File: src/rtl/mbox_pkg.sv
package mbox_pkg;
  localparam int STAT_W   = 4;
  localparam int ST_VALID = 0;
  localparam int ST_READY = 1;
  localparam int ST_WOF   = 2;
  localparam int ST_ROE   = 3;
  localparam int NCORE    = 2;
endpackage

File: src/rtl/mbox_fifo.sv
module mbox_fifo #(
  parameter int W     = 32,
  parameter int DEPTH = 8
) (
  input  logic         clk,
  input  logic         rst,
  input  logic         push,
  input  logic [W-1:0] push_data,
  input  logic         pop,
  output logic [W-1:0] head,
  output logic         full,
  output logic         empty
);
  localparam int AW = (DEPTH > 1) ? $clog2(DEPTH) : 1;
  localparam int CW = $clog2(DEPTH + 1);

  logic [W-1:0]  mem [DEPTH];
  logic [AW-1:0] wr_ptr, rd_ptr;
  logic [CW-1:0] count;
  logic          push_ok, pop_ok;

  function automatic logic [AW-1:0] nxt(input logic [AW-1:0] p);
    return (p == AW'(DEPTH - 1)) ? '0 : p + AW'(1);
  endfunction

  assign full    = (count == CW'(DEPTH));
  assign empty   = (count == '0);
  assign push_ok = push && !full;
  assign pop_ok  = pop && !empty;
  assign head    = empty ? '0 : mem[rd_ptr];

  always_ff @(posedge clk) begin
    if (push_ok) mem[wr_ptr] <= push_data;
  end

  always_ff @(posedge clk) begin
    if (rst) begin
      wr_ptr <= '0;
      rd_ptr <= '0;
      count  <= '0;
    end else begin
      if (push_ok) wr_ptr <= nxt(wr_ptr);
      if (pop_ok)  rd_ptr <= nxt(rd_ptr);
      case ({push_ok, pop_ok})
        2'b10:   count <= count + CW'(1);
        2'b01:   count <= count - CW'(1);
        default: count <= count;
      endcase
    end
  end


  no_overflow_chk: assert property (@(posedge clk) disable iff (rst)
    count <= CW'(DEPTH));


  drop_full_chk: assert property (@(posedge clk) disable iff (rst)
    (push && full && !pop) |=> full);


  pop_empty_chk: assert property (@(posedge clk) disable iff (rst)
    (pop && empty && !push) |=> empty);


  push_pop_keep_chk: assert property (@(posedge clk) disable iff (rst)
    (push && pop && !full && !empty) |=> $stable(count));
endmodule

File: src/rtl/mbox_status.sv
module mbox_status
  import mbox_pkg::*;
(
  input  logic              clk,
  input  logic              rst,
  input  logic              tx_push,
  input  logic              tx_full,
  input  logic              rx_pop,
  input  logic              rx_empty,
  input  logic              stat_we,
  input  logic [STAT_W-1:0] stat_wdata,
  output logic [STAT_W-1:0] status,
  output logic              irq
);
  logic wof, roe;
  logic wof_set, roe_set, wof_clr, roe_clr;

  assign wof_set = tx_push && tx_full;
  assign roe_set = rx_pop && rx_empty;
  assign wof_clr = stat_we && stat_wdata[ST_WOF];
  assign roe_clr = stat_we && stat_wdata[ST_ROE];

  always_ff @(posedge clk) begin
    if (rst) begin
      wof <= 1'b0;
      roe <= 1'b0;
    end else begin
      if (wof_set)      wof <= 1'b1;
      else if (wof_clr) wof <= 1'b0;
      if (roe_set)      roe <= 1'b1;
      else if (roe_clr) roe <= 1'b0;
    end
  end

  always_comb begin
    status           = '0;
    status[ST_VALID] = !rx_empty;
    status[ST_READY] = !tx_full;
    status[ST_WOF]   = wof;
    status[ST_ROE]   = roe;
  end

  assign irq = !rx_empty || wof || roe;


  wof_set_chk: assert property (@(posedge clk) disable iff (rst)
    (tx_push && tx_full) |=> wof);


  roe_set_chk: assert property (@(posedge clk) disable iff (rst)
    (rx_pop && rx_empty) |=> roe);


  wof_sticky_chk: assert property (@(posedge clk) disable iff (rst)
    (wof && !(stat_we && stat_wdata[ST_WOF])) |=> wof);
endmodule

File: src/rtl/mailbox_pair.sv
module mailbox_pair
  import mbox_pkg::*;
#(
  parameter int W     = 32,
  parameter int DEPTH = 8
) (
  input  logic              clk,
  input  logic              rst,
  input  logic              c0_tx_push,
  input  logic [W-1:0]      c0_tx_data,
  input  logic              c0_rx_pop,
  output logic [W-1:0]      c0_rx_data,
  input  logic              c0_stat_we,
  input  logic [STAT_W-1:0] c0_stat_wdata,
  output logic [STAT_W-1:0] c0_status,
  output logic              c0_irq,
  input  logic              c1_tx_push,
  input  logic [W-1:0]      c1_tx_data,
  input  logic              c1_rx_pop,
  output logic [W-1:0]      c1_rx_data,
  input  logic              c1_stat_we,
  input  logic [STAT_W-1:0] c1_stat_wdata,
  output logic [STAT_W-1:0] c1_status,
  output logic              c1_irq
);
  logic              push  [NCORE];
  logic [W-1:0]      wdata [NCORE];
  logic              pop   [NCORE];
  logic              swe   [NCORE];
  logic [STAT_W-1:0] swd   [NCORE];
  logic [W-1:0]      head  [NCORE];
  logic              full  [NCORE];
  logic              empty [NCORE];
  logic [STAT_W-1:0] stat  [NCORE];
  logic              irq   [NCORE];

  assign push[0] = c0_tx_push;  assign push[1] = c1_tx_push;
  assign wdata[0] = c0_tx_data; assign wdata[1] = c1_tx_data;
  assign pop[0] = c0_rx_pop;    assign pop[1] = c1_rx_pop;
  assign swe[0] = c0_stat_we;   assign swe[1] = c1_stat_we;
  assign swd[0] = c0_stat_wdata; assign swd[1] = c1_stat_wdata;

  // Queue i is written by core i and read by the other core.
  for (genvar i = 0; i < NCORE; i++) begin : g_dir
    localparam int PEER = NCORE - 1 - i;

    mbox_fifo #(.W(W), .DEPTH(DEPTH)) u_fifo (
      .clk       (clk),
      .rst       (rst),
      .push      (push[i]),
      .push_data (wdata[i]),
      .pop       (pop[PEER]),
      .head      (head[i]),
      .full      (full[i]),
      .empty     (empty[i])
    );

    mbox_status u_stat (
      .clk        (clk),
      .rst        (rst),
      .tx_push    (push[i]),
      .tx_full    (full[i]),
      .rx_pop     (pop[i]),
      .rx_empty   (empty[PEER]),
      .stat_we    (swe[i]),
      .stat_wdata (swd[i]),
      .status     (stat[i]),
      .irq        (irq[i])
    );


    irq_on_data_chk: assert property (@(posedge clk) disable iff (rst)
      !empty[PEER] |-> irq[i]);
  end

  assign c0_rx_data = head[1];
  assign c1_rx_data = head[0];
  assign c0_status  = stat[0];
  assign c1_status  = stat[1];
  assign c0_irq     = irq[0];
  assign c1_irq     = irq[1];
endmodule

File: config.mk
export PLATFORM = sky130hd
export DESIGN_NAME = mailbox_pair
export DESIGN_NICKNAME = d
export VERILOG_FILES = /design/src/rtl/mbox_pkg.sv /design/src/rtl/mbox_fifo.sv /design/src/rtl/mbox_status.sv /design/src/rtl/mailbox_pair.sv
export SDC_FILE = /design/constraint.sdc
export NUM_CORES = 1
export LEC_CHECK = 0
export ABC_AREA = 0
export BUFFER_PORTS_ARGS = -buffer_cell sky130_fd_sc_hd__buf_2
export CORE_ASPECT_RATIO = 1.75
export CORE_MARGIN = 3
export CORE_UTILIZATION = 40
export CTS_CLUSTER_DIAMETER = 50
export DETAILED_ROUTE_END_ITERATION = 16
export GPL_TIMING_DRIVEN = 0
export PLACE_DENSITY = 0.66
export SYNTH_ARGS = -nofsm -noshare
export SYNTH_HDL_FRONTEND = slang
export SYNTH_HIERARCHICAL = 1
export SYNTH_SLANG_ARGS = --single-unit
File: constraint.sdc
create_clock -name clk -period 5.4 [get_ports clk]
set_input_delay 0.81 -clock clk [delete_from_list [all_inputs] [get_ports clk]]
set_output_delay 0.81 -clock clk [all_outputs]
set_load 0.1 [all_outputs]
Yosys cells after proc, flatten, opt, wreduce, memory -nomap -nowiden
Memory sizes are Yosys's and may differ from the RTL's. A register that Yosys moved wholly into a read port is not among the register bits.
Cells that the tools add are included.
{"block": "totals", "n_memories": 2, "mem_bits_rw": 512, "in_bits": 80, "wordCells": 82, "out_inout_bits": 74, "register_bits": 24}
{"memory": "g_dir[0].u_fifo.mem", "words": 8, "width": 32, "read_ports": 1, "rd_ports_with_merged_regs": 1, "write_ports": 1, "line": "mbox_fifo.sv:17", "source": "logic [W-1:0] mem [DEPTH];"}
{"memory": "g_dir[1].u_fifo.mem", "words": 8, "width": 32, "read_ports": 1, "rd_ports_with_merged_regs": 1, "write_ports": 1, "line": "mbox_fifo.sv:17"}
{"block": "op_classes", "reduce_logical": 28, "n_addsub": 8, "n_eq_ne": 10, "n_mux": 24}
{"operator": "$mux W32", "count": 2}
{"operator": "$mux W3", "count": 8}
{"operator": "$pmux W4 S2", "count": 2}
{"operator": "$add A3 B1 Y3 const B", "count": 4}
{"operator": "$eq A3 B3 Y1 const B", "count": 4}
{"operator": "$logic_and A1 B1 Y1", "count": 12}
{"operator": "$mux W1", "count": 12}
{"operator": "$reduce_bool A2 Y1", "count": 6}
{"operator": "$add A4 B1 Y4 const B", "count": 2}
{"operator": "$eq A4 B4 Y1 const B", "count": 2}
{"operator": "$logic_not A4 Y1", "count": 2}
{"operator": "$sub A4 B1 Y4 const B", "count": 2}
{"operator": "$eq A2 B1 Y1 const B", "count": 2}
{"operator": "$eq A2 B2 Y1 const B", "count": 2}
{"operator": "$logic_not A1 Y1", "count": 4}
{"operator": "$logic_or A1 B1 Y1", "count": 4}

Longest topological paths before layout
Gate-level depths: netlist of the first run.
{"block": "depth", "ltp_word": 5, "depth_mapped": 11, "depth_no_buf": 10}

Cells and area by module
Netlist of the first run, hierarchy kept.
{"mod": "mbox_fifo at g_dir[1].u_fifo", "cells_each": 482, "seq_area_each_um2": 7947.6, "area_each_um2": 10391.2, "n_inst": 1}
{"mod": "mbox_fifo at g_dir[0].u_fifo", "cells_each": 482, "seq_area_each_um2": 7947.6, "area_each_um2": 10386.2, "n_inst": 1}
{"mod": "mbox_status", "cells_each": 13, "seq_area_each_um2": 40.0, "area_each_um2": 106.4, "n_inst": 2}

Worst setup path before layout of the first run
No wires, ideal clock.
{"block": "synth_timing", "path_kind": "input to register", "startpoint": "input c0_tx_push", "endpoint": "memory g_dir[0].u_fifo.mem[0][0] (enable)", "arrival_ps": 4199, "setup_ps": 501, "setup_slack_ps": 700, "n_path_buf": 1, "cell_stages": 3, "t_required_ps": 4899, "cell_sequence": "a21bo_1 buf_6 nor4_1"}
{"block": "synth_via", "elab_chain_cells": 3}
{"item": "start: declaration", "line": "mailbox_pair.sv:9", "source": "input logic c0_tx_push,"}
{"item": "$logic_and A1 B1 Y1", "line": "mbox_fifo.sv:28", "source": "assign push_ok = push && !full;"}
{"item": "$mux W1", "line": "mbox_fifo.sv:33", "source": "if (push_ok) mem[wr_ptr] <= push_data;"}
{"item": "$mux W1 (not written as such)", "line": "mbox_fifo.sv:33"}
{"item": "end: declaration", "line": "mbox_fifo.sv:17"}
No other way between the ends.

==> key figures, run 1 <==
Clock network
  – Clock transition at the registers of the reported paths: 0.07 ns
  – CTS tree: done
  – Clk sink count: 542
  – Deepest clock path buffer count: 3
  – Post-CTS setup buffer count: 0
  – Cts bufs inserted: 49
  – # resized after CTS: 0
  – Count of hold-fix buffers inserted at cts: 0
  – Clock latency reported for the late side of the worst-skew pair: 0.57 ns
  – Count of H-tree levels built during CTS: 2
  – Root Buffer: sky130_fd_sc_hd__clkbuf_16

Route
  – Vias per std cell: 5.201
  – Detailed-router iteration count before antenna repair: 5
  – DRC violation count after routing: 0
  – Aggregate routed wire length: 42.21 mm
  – Total via count after detailed routing: 10,120
  – Average detailed-routed wire length per instance: 21.69 µm
  – Count of routing violations after the opening detailed-route iteration: 632
  – Final ANT Viol Nets: 0

Global route
  – Total Routing Usage GR: 15.62%
  – Via count of the first global-routing pass: 11,150
  – Global route overflow: 0
  – First-pass GRT wire length: 65.27 mm
  – Initial antenna violation count: 6
  – Largest net degree at the start of global routing: 26

Die
  – Number of standard-cell rows in the floorplan: 110
  – Core Area: 0.05161 mm²
  – Num ports: 154
  – Die area: 0.05537 mm²
  – Width of the die: 179.2 µm
  – Overall die height: 309.0 µm
  – Initial standard-cell utilization of the core: 40.67%

Timing
  – Setup Viol. Count Final: 0
  – Number of pins with negative max-slew slack in the final report: 0
  – Unrepaired setup endpoints after global routing: false
  – Time the worst path needs with I/O delays and setup: 3.990 ns
  – Top achievable clock speed: 0.2506 GHz
  – Relative slew slack: 36.93%
  – Final hold viol count: 0
  – TNS Setup: 0 ns
  – Final clock period utilization by the worst path: 73.90%
  – Final clock skew: 0.02569 ns
  – Transition time at the pin with the least slew margin: 0.9409 ns

Power and ir drop
  – Worst-case vdd ir drop: 0.5602 mV
  – Power density cells: 558.0 mW/mm²
  – Leakage component of the power: 8.104 nW

Yosys
  – Post-synthesis register bit count: 542
  – Number of library cell types mapped by synthesis: 35
  – Portion of synthesized cell area occupied by the leading cell type: 73.25%
  – Cell accounting for the most synthesized area: sky130_fd_sc_hd__edfxtp_1
  – Top post-synthesis cells by area: sky130_fd_sc_hd__edfxtp_1 73%, sky130_fd_sc_hd__mux4_2 14%, sky130_fd_sc_hd__mux2i_1 3.3%, sky130_fd_sc_hd__dfxtp_1 2.9%, sky130_fd_sc_hd__nor2_1 1.4%
  – Synthesized netlist cell count: 990
  – Avg Inst Size Synth: 21.20 µm²
  – Synth warn: 6
  – Sequential share of the synthesized area: 76.11%
  – Net count after synthesis: 1,084
  – Summed instance area of the synthesized netlist: 0.02099 mm²

Worst setup path
  – Reg2Reg Capture Point: g_dir[1].u_fifo/count[2]$_SDFFE_PP0P_
  – Data arrival time of the worst path: 3.18 ns
  – Critical Setup Path Class: reg2out
  – Critical Path Sink Type: output pin
  – R2r startpoint: g_dir[1].u_fifo/count[1]$_SDFFE_PP0P_
  – CP max FO: 11
  – Cell count of the worst reg-to-reg path: 11
  – Required time at the worst-slack endpoint: 4.59 ns
  – CP endpoint: c0_irq
  – Startpoint type of the worst setup path: flip-flop
  – Source of the critical timing path: g_dir[1].u_fifo/count[1]$_SDFFE_PP0P_
  – Slack of the worst reg-to-reg path: 2.39 ns

Place
  – Final HPWL DP: 29.45 mm
  – RePlAce Congestion: 0.6975
  – Port Buf Inserts: 149

Flow run
  – Max-cap check violation count: 0

Cells and area
  – Post-layout net count: 1,330
  – Area growth from synthesis to layout: 17.82%
  – Final-layout fill cell count: 4,278
  – Layout Utilization: 47.92%
  – Leading cell type in the layout, fill and taps excluded: sky130_fd_sc_hd__edfxtp_1
  – Commonest cells after routing, fill and taps aside: 512 x sky130_fd_sc_hd__edfxtp_1, 166 x sky130_fd_sc_hd__buf_2, 128 x sky130_fd_sc_hd__mux4_2
  – Fraction of layout instances using a drive strength above 1: 35.59%

Hold path
  – Path class of the lowest-slack min-delay path: reg2reg

Outcome
  – Result of the run: complete, no violations
registers in the layout, indices dropped and copies added, names as in the netlist, named ones only:
signal	flops
g_dir.u_stat/wof	2
g_dir.u_stat/roe	2
g_dir.u_fifo/mem	512
g_dir.u_fifo/rd_ptr	6
g_dir.u_fifo/count	8
g_dir.u_fifo/wr_ptr	6
power by group:
part	internal (mW)	switching (mW)
registers	4.87	0.107
logic	1.35	4.21
clock network	1.83	1.44
metrics by stage:
step | hold WS [ns] | instance area, µm² | worst slack, ns | power [mW] | instances
floorplan | 0.4496 | 20990 | 0.6998 | 9.572 | 990
global placement | 0.4645 | 22580 | -2.756 | 10.62 | 1811
detailed placement | 0.4935 | 23200 | 1.929 | 10.72 | 1857
CTS | 0.4598 | 24720 | 1.278 | 13.99 | 1942
global route | 0.4874 | 24720 | 1.244 | 14.36 | 1943
finish | 0.4976 | 24730 | 1.410 | 13.80 | 1946
worst min path at each step:
stage | start | endpoint | slack [ns] | depth (start not counted)
3_3_place_gp | g_dir[0].u_fifo/rd_ptr[1]$_SDFFE_PP0N_ | g_dir[0].u_fifo/rd_ptr[1]$_SDFFE_PP0N_ | 0.46 | 2
4_1_cts | c1_tx_data[20] | g_dir[1].u_fifo/mem[0][20]$_DFFE_PP_ | 0.46 | 1
5_1_grt | c1_tx_data[15] | g_dir[1].u_fifo/mem[5][15]$_DFFE_PP_ | 0.49 | 1
2_1_floorplan | g_dir[0].u_fifo/rd_ptr[1]$_SDFFE_PP0N_ | flip-flop | 0.45 | 2
3_5_place_dp | g_dir[0].u_fifo/rd_ptr[1]$_SDFFE_PP0N_ | g_dir[0].u_fifo/rd_ptr[1]$_SDFFE_PP0N_ | 0.49 | 2
6_report | g_dir[0].u_fifo/rd_ptr[1]$_SDFFE_PP0N_ | flip-flop | 0.50 | 2
final cells by class:
class                      count  area [µm²]  area share, %
antenna                        4       10.01        0.04048
clock inverter                23       198.9         0.8045
inverter                       6       22.52        0.09107
tap                          672       840.8          3.400
buffer                        54       265.3          1.073
clock buffer                  62        1318          5.328
sequential                   542       15980          64.60
timing repair buffer         195        1275          5.156
multi-input combinational    388        4825          19.51
cells in the mapped netlist:
cell type                  count
sky130_fd_sc_hd__a21bo_1       2
sky130_fd_sc_hd__a21bo_2       4
sky130_fd_sc_hd__a21oi_1      16
sky130_fd_sc_hd__a41oi_1       2
sky130_fd_sc_hd__and2_2        2
sky130_fd_sc_hd__buf_1        13
sky130_fd_sc_hd__buf_2        17
sky130_fd_sc_hd__buf_4         7
sky130_fd_sc_hd__buf_6         2
sky130_fd_sc_hd__clkbuf_1     15
sky130_fd_sc_hd__dfxtp_1      30
sky130_fd_sc_hd__edfxtp_1    512
sky130_fd_sc_hd__ha_1         14
sky130_fd_sc_hd__inv_1         6
sky130_fd_sc_hd__mux2_2        4
sky130_fd_sc_hd__mux2i_1      70
sky130_fd_sc_hd__mux4_2      128
sky130_fd_sc_hd__nand2_1      16
sky130_fd_sc_hd__nand2b_1      4
sky130_fd_sc_hd__nand2b_4      2
sky130_fd_sc_hd__nand3b_1      2
sky130_fd_sc_hd__nor2_1       80
sky130_fd_sc_hd__nor2b_1       2
sky130_fd_sc_hd__nor3_1       10
sky130_fd_sc_hd__nor3_2        2
sky130_fd_sc_hd__nor4_1        2
sky130_fd_sc_hd__nor4_4        2
sky130_fd_sc_hd__nor4b_1       2
sky130_fd_sc_hd__o21ai_0       2
sky130_fd_sc_hd__o41ai_1       2
sky130_fd_sc_hd__or3_1         6
sky130_fd_sc_hd__or3_2         2
sky130_fd_sc_hd__or3b_1        2
sky130_fd_sc_hd__or3b_2        2
sky130_fd_sc_hd__xor2_1        6
metal layers:
metal	global-route usage [%]	part of all wire (%)	up-vias
met3	3.267	5.3	77
met4	5.329	2.8	4
li1	-	-	4517
met1	17.54	36	5273
met2	29.15	56	250
met5	0	0.057	-
worst max-delay path, cell delays in order, from the launching register on:
cell and delay [ns]:
sky130_fd_sc_hd__dfxtp_1 0.29, sky130_fd_sc_hd__buf_2 0.16, sky130_fd_sc_hd__nor4_4 0.64, sky130_fd_sc_hd__clkbuf_1 0.75, sky130_fd_sc_hd__inv_1 0.12, sky130_fd_sc_hd__or3_1 0.34, sky130_fd_sc_hd__buf_2 0.30
kinds of logic after synthesis:
group / synth area share (%)
compound gates: 0.8823
xor+xnor: 0.2504
fa+ha+maj: 0.8345
buf+inv: 1.371
flops: 76.11
mux: 17.29
simple gates: 3.267
No activity file was read; power rests on OpenSTA's default activity.
==> run 2: changes to the inputs <==
==> constraint.sdc (replaced) <==
create_clock -name clk -period 4.15 [get_ports clk]
set_input_delay 0.6225 -clock clk [delete_from_list [all_inputs] [get_ports clk]]
set_output_delay 0.6225 -clock clk [all_outputs]
set_load 0.1 [all_outputs]
==> run 2 against run 1 <==
Compared with the run above: via count increased by 0.33%; largest power group unchanged; clock skew increased by 0.012 ns; clock-buffer cell count decreased by 1; flip-flop and latch count unchanged; highest routed layer is now met4; cell count increased by 0.10%; first-iteration DRC count increased by 7.3%; routed wire length increased by 3.2%; combinational power increased by 30%.
==> key figures, run 2 (same netlist as run 1, synthesis figures left out) <==
Cells and area
  – Fraction of layout instances using a drive strength above 1: 35.64%
  – Commonest cells after routing, fill and taps aside: 512 x sky130_fd_sc_hd__edfxtp_1, 166 x sky130_fd_sc_hd__buf_2, 128 x sky130_fd_sc_hd__mux4_2
  – Area growth from synthesis to layout: 18.26%
  – Post-route insts no fill: 1,948
  – Post-layout net count: 1,326
  – Top Registers: g_dir.u_fifo/mem (512), g_dir.u_fifo/count (8)
  – Top register by number of flip-flops: g_dir.u_fifo/mem
  – Leading cell type in the layout, fill and taps excluded: sky130_fd_sc_hd__edfxtp_1
  – Flip-flop count of the largest register after layout: 512

Global route
  – Largest net degree at the start of global routing: 23
  – Total Routing Usage GR: 15.89%
  – First-pass GRT wire length: 65.44 mm
  – Initial antenna violation count: 6
  – Via count of the first global-routing pass: 10,780
  – Global route overflow: 0

Worst setup path
  – Critical Setup Path Class: reg2out
  – Startpoint type of the worst setup path: flip-flop
  – Gate family responsible for the most delay along the worst path: buffers and inverters
  – CP max FO: 11
  – Critical path cell sequence: buf_2 -> nor4_4 -> clkbuf_1 -> inv_1 -> or3_1 -> buf_2
  – Cell type of the slowest stage on the worst timing path: sky130_fd_sc_hd__clkbuf_1
  – Largest stage delay on the critical path: 0.66 ns
  – Required time at the worst-slack endpoint: 3.53 ns
  – Cell count of the worst reg-to-reg path: 11
  – CP bufs+invs: 4
  – Path length in cells of the critical path: 6
  – Data arrival time of the worst path: 2.97 ns
  – Most prevalent standard cell on the critical path: sky130_fd_sc_hd__buf_2
  – Critical Path Sink Type: output pin

Clock network
  – Count of hold-fix buffers inserted at cts: 0
  – Post-CTS setup buffer count: 0
  – Clock transition at the registers of the reported paths: 0.06 ns
  – Deepest clock path buffer count: 3
  – Cts bufs inserted: 48
  – Clk sink count: 542
  – # resized after CTS: 0
  – Root Buffer: sky130_fd_sc_hd__clkbuf_16
  – Clock latency reported for the late side of the worst-skew pair: 0.58 ns
  – CTS tree: done
  – Count of H-tree levels built during CTS: 2

Route
  – Aggregate routed wire length: 43.56 mm
  – Count of routing violations after the opening detailed-route iteration: 678
  – Detailed-router iteration count before antenna repair: 5
  – Total via count after detailed routing: 10,150
  – Vias per std cell: 5.213
  – Final ANT Viol Nets: 0
  – DRC violation count after routing: 0
  – Average detailed-routed wire length per instance: 22.36 µm

Hold path
  – Path class of the lowest-slack min-delay path: in2reg
  – Worst hold path depth: 1

Power and ir drop
  – Clock Power Share: 24.1%
  – Internal power contribution: 10.46 mW
  – Fraction of power consumed by combinational cells: 40.1%
  – Register share of total power: 35.8%
  – Switching share of power: 42.11%
  – Worst-case vdd ir drop: 0.9199 mV
  – Sw power: 7.608 mW
  – Leakage component of the power: 8.140 nW
  – Power density cells: 727.8 mW/mm²
  – Total power after layout: 18.07 mW

Die
  – Overall die height: 309.0 µm
  – Num ports: 154
  – Initial standard-cell utilization of the core: 40.67%
  – Number of standard-cell rows in the floorplan: 110
  – Core Area: 0.05161 mm²
  – Width of the die: 179.2 µm
  – Die area: 0.05537 mm²

Timing
  – Transition time at the pin with the least slew margin: 0.9676 ns
  – Number of pins with negative max-slew slack in the final report: 0
  – TNS Setup: 0 ns
  – Top achievable clock speed: 0.2783 GHz
  – Setup Viol. Count Final: 0
  – Relative slew slack: 35.49%
  – Unrepaired setup endpoints after global routing: false
  – Time the worst path needs with I/O delays and setup: 3.593 ns
  – Final worst hold slack: 0.2974 ns
  – Final clock skew: 0.03786 ns
  – Final clock period utilization by the worst path: 86.58%
  – Final hold viol count: 0

Place
  – Final HPWL DP: 29.72 mm
  – RePlAce Congestion: 0.7217
  – Port Buf Inserts: 149
  – Number of placed cells counting well taps: 1,854

Outcome
  – Result of the run: complete, no violations

Flow run
  – Max-cap check violation count: 0
run 2: cell types whose count changed in the layout (fill, tap and decap cells not counted), moves of 3 or more:
cell | previous run | this run
sky130_fd_sc_hd__clkinv_2 | 6 | 11
sky130_fd_sc_hd__buf_4 | 19 | 10
sky130_fd_sc_hd__buf_6 | 29 | 32
sky130_fd_sc_hd__buf_16 | 0 | 3
sky130_fd_sc_hd__buf_12 | 6 | 3
sky130_fd_sc_hd__clkbuf_16 | 51 | 48
sky130_fd_sc_hd__buf_8 | 1 | 4
run 2: layout make-up:
cell class,count,area (µm²)
antenna,5,12.51
buffer,54,265.3
clock buffer,61,1250
clock inverter,28,305.3
fill,4206,26790
inverter,6,22.52
multi-input combinational,388,4842
sequential,542,15980
tap,672,840.8
timing repair buffer,192,1309
run 2: per-stage QoR:
stage	util (%)	setup slack, ns	cell area, µm²
finish	48.09	0.5569	24820
global route	48.08	0.3979	24820
CTS	48.07	0.4641	24810
detailed placement	45.06	1.110	23250
global placement	43.77	-2.176	22590
floorplan	-	0.5047	21000
run 2: path summary, 6_finish.rpt:
kind,from,to,slack [ns]
worst min-delay path,c0_tx_data[19],g_dir[0].u_fifo/mem[4][19]$_DFFE_PP_,0.30
worst max register to register,g_dir[1].u_fifo/count[1]$_SDFFE_PP0P_,g_dir[1].u_fifo/count[2]$_SDFFE_PP0P_,1.19
worst max-delay path,g_dir[0].u_fifo/count[1]$_SDFFE_PP0P_,c1_irq,0.56
worst min register to register,g_dir[1].u_fifo/rd_ptr[1]$_SDFFE_PP0N_,flip-flop,0.48
run 2: worst reg2reg max path: stages (launching register included):
cell and delay [ns]:
sky130_fd_sc_hd__dfxtp_1 0.30, sky130_fd_sc_hd__buf_2 0.16, sky130_fd_sc_hd__nor4_4 0.64, sky130_fd_sc_hd__nand2b_4 0.29
sky130_fd_sc_hd__inv_1 0.07, sky130_fd_sc_hd__ha_1 0.25, sky130_fd_sc_hd__xor2_1 0.17, sky130_fd_sc_hd__ha_1 0.19
sky130_fd_sc_hd__a21oi_1 0.15, sky130_fd_sc_hd__xor2_1 0.09, sky130_fd_sc_hd__or3_2 0.41, sky130_fd_sc_hd__a21oi_1 0.15
run 2: metal layers:
metal / vias up / GRT usage (%) / routed length [µm]
met2: 290 / 29.43 / 23920
met3: 57 / 2.763 / 2280
li1: 4537 / - / -
met1: 5270 / 18.88 / 16490
met4: 0 / 4.446 / 867
met5: - / 0 / 0
run 2: power by group through the flow:
stage	Clock (mW)	Sequential [mW]	Combinational, mW
final	4.35	6.47	7.24
after global routing	4.68	6.50	7.59
after CTS	4.47	6.47	7.34
after detailed placement	0	6.59	7.34
after global placement	0	6.60	7.18
after floorplan	0	6.56	5.89
